File: config.mk
export PLATFORM = sky130hd
export DESIGN_NAME = smbus_blkbuf
export DESIGN_NICKNAME = d
export VERILOG_FILES = /design/src/rtl/smbus_blkbuf.sv
export SDC_FILE = /design/constraint.sdc
export NUM_CORES = 1
export LEC_CHECK = 0
export BUFFER_PORTS_ARGS = -buffer_cell sky130_fd_sc_hd__buf_2
export CAP_MARGIN = 20
export CORE_ASPECT_RATIO = 2
export CORE_MARGIN = 5
export CORE_UTILIZATION = 58
export CTS_BUF_LIST = sky130_fd_sc_hd__clkbuf_8
export DETAILED_ROUTE_END_ITERATION = 8
export PLACE_DENSITY_LB_ADDON = 0.08
export SYNTH_ARGS = -nofsm -noshare
export SYNTH_HDL_FRONTEND = slang
export SYNTH_SLANG_ARGS = --single-unit
File: constraint.sdc
create_clock -name clk -period 4.1 [get_ports clk]
set_input_delay 0.615 -clock clk [delete_from_list [all_inputs] [get_ports clk]]
set_output_delay 0.615 -clock clk [all_outputs]
set_load 0.02 [all_outputs]
File: src/rtl/smbus_blkbuf.sv
module smbus_blkbuf #(
  parameter int DEPTH = 32,
  parameter int DW    = 8,
  parameter int IW    = 8
) (
  input  logic                     clk,
  input  logic                     rst_n,
  input  logic                     aux_wr,
  input  logic [DW-1:0]            aux_wdata,
  output logic [1:0]               aux_q,
  input  logic                     start,
  input  logic                     exec,
  input  logic                     is_read,
  input  logic [IW-1:0]            count,
  input  logic                     last_byte,
  input  logic [IW-1:0]            rd_len,
  input  logic                     blk_wr,
  input  logic [DW-1:0]            blk_wdata,
  input  logic                     blk_rd,
  output logic [DW-1:0]            blk_rdata,
  input  logic                     sts_wr,
  input  logic [2:0]               sts_wdata,
  output logic                     busy,
  output logic                     done,
  output logic                     byte_done,
  output logic                     dev_err,
  output logic                     len_we,
  output logic [IW-1:0]            len_q,
  output logic                     send_req,
  input  logic                     eng_we,
  input  logic [$clog2(DEPTH)-1:0] eng_waddr,
  input  logic [DW-1:0]            eng_wdata,
  input  logic [$clog2(DEPTH)-1:0] eng_raddr,
  output logic [DW-1:0]            eng_rdata
);
  localparam int AW = $clog2(DEPTH);

  logic [DW-1:0] mem [DEPTH];
  logic [IW-1:0] idx, idx_eff, idx_nx, idx_inc;
  logic [DW-1:0] hold;
  logic          fin;
  logic          buffered, hs_active, run;
  logic          hw_we;
  logic [AW-1:0] hw_addr;
  logic [DW-1:0] hw_data;

  assign buffered  = aux_q[1];
  assign idx_eff   = (idx >= IW'(DEPTH)) ? '0 : idx;
  assign idx_inc   = idx_eff + IW'(1);
  assign idx_nx    = idx + IW'(1);
  assign hs_active = !fin && !buffered;
  assign run       = exec && busy;

  assign blk_rdata = buffered ? mem[idx_eff[AW-1:0]] : hold;
  assign eng_rdata = mem[eng_raddr];

  always_comb begin
    hw_we   = 1'b0;
    hw_addr = '0;
    hw_data = hold;
    if (start) begin
      hw_we = 1'b0;
    end else if (run) begin
      hw_we = !dev_err && !is_read && !buffered;
    end else if (sts_wr) begin
      hw_we   = hs_active && !is_read && (idx_nx != count);
      hw_addr = idx_nx[AW-1:0];
    end else if (blk_wr && buffered) begin
      hw_we   = 1'b1;
      hw_addr = idx_eff[AW-1:0];
      hw_data = blk_wdata;
    end
  end

  always_ff @(posedge clk) begin
    if (eng_we) mem[eng_waddr] <= eng_wdata;
    if (hw_we)  mem[hw_addr]   <= hw_data;
  end

  always_ff @(posedge clk or negedge rst_n) begin
    if (!rst_n) begin
      aux_q     <= '0;
      idx       <= '0;
      hold      <= '0;
      fin       <= 1'b1;
      busy      <= 1'b0;
      done      <= 1'b0;
      byte_done <= 1'b0;
      dev_err   <= 1'b0;
      len_we    <= 1'b0;
      len_q     <= '0;
      send_req  <= 1'b0;
    end else begin
      len_we   <= 1'b0;
      send_req <= 1'b0;
      if (aux_wr) aux_q <= aux_wdata[1:0];

      if (start) begin
        busy <= 1'b1;
        if (!fin) begin
          idx <= '0;
          fin <= 1'b1;
        end
      end else if (run) begin
        busy <= 1'b0;
        if (!dev_err) begin
          if (is_read) begin
            len_we <= 1'b1;
            len_q  <= rd_len;
            idx    <= '0;
            fin    <= 1'b0;
            if (buffered) begin
              done <= 1'b1;
            end else begin
              hold      <= mem[0];
              busy      <= 1'b1;
              byte_done <= 1'b1;
            end
          end else if (buffered) begin
            idx <= '0;
            if (idx != count) begin
              dev_err <= 1'b1;
            end else begin
              send_req <= 1'b1;
              fin      <= 1'b1;
              done     <= 1'b1;
            end
          end else begin
            idx       <= '0;
            fin       <= 1'b0;
            busy      <= 1'b1;
            byte_done <= 1'b1;
          end
        end
      end else if (sts_wr) begin
        if (sts_wdata[0]) done      <= 1'b0;
        if (sts_wdata[1]) byte_done <= 1'b0;
        if (sts_wdata[2]) dev_err   <= 1'b0;
        if (hs_active) begin
          idx <= idx_nx;
          if (!is_read) begin
            if (idx_nx == count) begin
              send_req <= 1'b1;
              fin      <= 1'b1;
              done     <= 1'b1;
              busy     <= 1'b0;
            end else begin
              byte_done <= 1'b1;
            end
          end else if (last_byte) begin
            hold <= mem[idx_nx[AW-1:0]];
            idx  <= '0;
            fin  <= 1'b1;
            done <= 1'b1;
            busy <= 1'b0;
          end else begin
            hold      <= mem[idx_nx[AW-1:0]];
            byte_done <= 1'b1;
          end
        end
      end else if (blk_wr) begin
        if (buffered) idx <= idx_inc;
        else begin
          idx  <= idx_eff;
          hold <= blk_wdata;
        end
      end else if (blk_rd) begin
        if (!buffered) begin
          idx <= idx_eff;
        end else if (!fin && idx_inc == count) begin
          idx  <= '0;
          fin  <= 1'b1;
          busy <= 1'b0;
        end else begin
          idx <= idx_inc;
        end
      end
    end
  end
endmodule

==> impl_metrics.env <==
export IMPL_synth_main_ff_cell="edfxtp_1"
export IMPL_overflow=0
export IMPL_seq_power_share=0.372
export IMPL_pre_cts_slack_ps=313.3
export IMPL_cts_htree_levels=2
export IMPL_multiInputGateArea_um2=11610
export IMPL_first_pass_iters=6
export IMPL_io_buffers=89
export IMPL_globalplace_congestion=1.053
export IMPL_r2r_slack_ps=290
export IMPL_drt_iter0_drc=2648
export IMPL_clkSinkCount=289
export IMPL_dpl_hpwl_um=62620
export IMPL_synth_edf_count=256
export IMPL_power_density_nw_per_um2=402.2
export IMPL_status="completed"
export IMPL_peakVddDrop_mv=0.5227
export IMPL_crit_type="flop to output port"
export IMPL_max_cap_viol_count=0
export IMPL_tightest_slew_ps=1079
export IMPL_ios=96
export IMPL_drt_total_wl_um=90810
export IMPL_num_vias=18662
export IMPL_row_count=98
export IMPL_dieArea_um2=40020
export IMPL_sw_frac_of_total=0.3768
export IMPL_hp_class="primary input to asynchronous set/reset pin"
export IMPL_clockBufferDepth=3
export IMPL_skew_ps=32.87
export IMPL_cts_buffers_inserted=44
export IMPL_synth_cell_area_um2=20820
export IMPL_drc=0
export IMPL_leakagePower_nw=8.272
export IMPL_pwr_share_clk=0.259
export IMPL_insertion_delay_ps=630
export IMPL_tritoncts="done"
export IMPL_drive_above_1_share=0.3445
export IMPL_postCtsHoldBufs=0
export IMPL_worst_slack_ps=14.69
export IMPL_routed_via_density=7.680
export IMPL_synthCells=1840
export IMPL_synth_seq_cells=289
export IMPL_pwr_share_comb=0.369
export IMPL_design_area_um2=23370
export IMPL_cp_start_kind="flop"
export IMPL_start_util=0.5835
export IMPL_post_drt_wl_per_cell_um=37.37
export IMPL_die_height_um=277.9
export IMPL_grt_pass1_vias=18681
export IMPL_yosys_warnings=0
export IMPL_antenna_found_initial=8
export IMPL_clock_root_buffer="clkbuf_8"
export IMPL_finalCriticalPeriod_ps=4085
export IMPL_clkTransAtPathRegs_ps=70
export IMPL_syn2layout_area_growth_pct=12.23
export IMPL_fmax_mhz=244.8
export IMPL_place_area_um2=22260
export IMPL_synth_fp_nets=1906
export IMPL_regArea_um2=8521
export IMPL_hold_violations=0
export IMPL_ys_async_sr_fraction=0.1142
export IMPL_cp_required_ps=3480
export IMPL_worstPathMaxFanout=28
export IMPL_fillers=2836
export IMPL_nets=2006
export IMPL_yosysUniqueCellTypes=96
export IMPL_max_slew_margin_rel=0.2662
export IMPL_grt_pass1_wl_um=127900
export IMPL_synth_area_per_cell_um2=11.32
export IMPL_setup_tns_ps=0
export IMPL_p_int_mw=5.857
export IMPL_finalSetupViolations=0
export IMPL_cp_data_arrival_time_ps=3470
export IMPL_fin_crit_sh=0.9964
export IMPL_die_w_um=144.0
export IMPL_grt_start_max_net_pins=107
export IMPL_power_switching_mw=3.541
export IMPL_antenna_left=0
export IMPL_coreArea_um2=35680
export IMPL_grt_usage=0.4534
export IMPL_cp_end_kind="output port"
export IMPL_ys_seq_area_frac=0.4090
export IMPL_final_max_slew_viol_count=0
==> stage by stage <==
step / utilization / cells / total power [mW] / hold WS, ps
finish: 0.6549 / 2430 / 9.398 / 133.1
CTS: 0.6507 / 2413 / 9.223 / 117.8
global route: 0.6546 / 2426 / 9.633 / 182.9
detailed placement: 0.6239 / 2326 / 6.834 / 485.7
floorplan: - / 1840 / 5.664 / 319.4
global placement: 0.6239 / 2326 / 6.789 / 483.3
==> power groups by stage <==
stage                     Combinational, mW  Sequential (mW)  Clock [mW]
after CTS                              3.31             3.48        2.43
after global placement                 3.25             3.54           0
after floorplan                        2.12             3.55           0
after detailed placement               3.29             3.55           0
final                                  3.47             3.49        2.44
after global routing                   3.57             3.50        2.56
==> cell usage in the layout (no fill, tap or decap), types with 6 or more instances in the layout <==
cell type	n
nand2_1	290
edfxtp_1	256
o21ai_0	176
mux4_2	174
buf_4	131
mux2_2	129
nand3_1	113
buf_2	88
nor2_1	66
clkbuf_8	47
a21oi_1	39
o21ai_1	36
dfrtp_1	29
inv_1	27
nor3_1	22
mux2i_1	22
a31oi_1	20
o211ai_1	19
o221ai_1	16
xnor2_1	15
and3_1	11
buf_12	10
or3_1	9
nand4_1	9
or2_2	9
o311ai_2	9
clkinv_1	7
a211oi_1	7
o31ai_1	7
clkinv_2	7
diode_2	6
o2111ai_1	6
o21bai_1	6
a221oi_1	6
nand3b_1	6
a32oi_1	6
==> worst paths after layout <==
check                        from            to  cells after the start
min in group clk           aux_wr      aux_q[1]                      2
max reg2reg                idx[0]     mem[1][7]                     11
min                         rst_n       hold[4]                      1
min reg2reg                  done          done                      2
max in group asynchronous   rst_n        idx[0]                      1
max                        idx[0]  blk_rdata[7]                      9
==> worst max-delay path, cell delays in order (launching register included) <==
cell,delay [ps]
dfrtp_4,560
inv_1,150
buf_4,540
o221ai_1,240
a21oi_2,250
nor3_1,90
a2111oi_2,420
buf_4,190
a221o_1,150
buf_2,230
==> metal layers <==
layer | global-route usage | share of wire | vias up
met5 | 0 | 0.00053 | -
li1 | - | - | 7422
met4 | 0.4611 | 0.14 | 6
met3 | 0.1247 | 0.12 | 659
met2 | 0.7175 | 0.47 | 1682
met1 | 0.4573 | 0.27 | 8893
==> state kept, by name (all words and copies together) (netlist names) <==
signal / flops
hold: 8
aux_q: 2
mem: 256
len_q: 8
busy: 1
byte_done: 1
done: 1
idx: 8
send_req: 1
len_we: 1
fin: 1
dev_err: 1
==> synthesized netlist by cell type, types with 7 or more instances <==
cell,n,share of area
a211oi_1,7,0.0025
a21oi_1,40,0.0096
a31oi_1,20,0.0060
and3_1,11,0.0033
buf_1,32,0.0058
buf_2,29,0.0070
clkbuf_1,118,0.021
dfrtp_1,32,0.038
edfxtp_1,256,0.37
inv_1,11,0.0020
mux2_2,129,0.070
mux2i_1,26,0.013
mux4_2,174,0.19
nand2_1,290,0.052
nand3_1,113,0.027
nand4_1,9,0.0027
nor2_1,66,0.012
nor3_1,24,0.0058
o211ai_1,19,0.0069
o21ai_0,176,0.042
o21ai_1,36,0.0087
o221ai_1,16,0.0067
o311ai_2,8,0.0062
o31ai_1,7,0.0025
or2_2,9,0.0027
or3_1,10,0.0030
xnor2_1,15,0.0063
==> logic make-up (layout without fill, tap and decap cells) <==
kind of cell,count (synthesis),after routing,synth area share
buf+inv,197,331,0.03822
fa+ha+maj,2,2,0.001202
mux,329,329,0.2705
other cells,0,6,0
xor+xnor,21,21,0.01064
flops,289,289,0.4090
compound gates,411,411,0.1293
simple gates,591,591,0.1412
==> cell type report <==
type | instances | share of cell area
antenna | 6 | 0.0006426
timing repair buffer | 238 | 0.07545
clock inverter | 33 | 0.008407
sequential | 289 | 0.3647
inverter | 13 | 0.002088
clock buffer | 47 | 0.02768
tap | 450 | 0.02410
multi-input combinational | 1354 | 0.4970
==> repair_timing <==
| item | 4_1_cts | 5_1_grt |
|---|---|---|
| gates resized for setup | 7 | 13 |
| setup endpoints to repair | 5 | 4 |
| buffers inserted | 5 | 6 |
| pin swaps | 1 | 3 |
| gates cloned | 2 | 2 |
(Power assumes the default switching activity.)
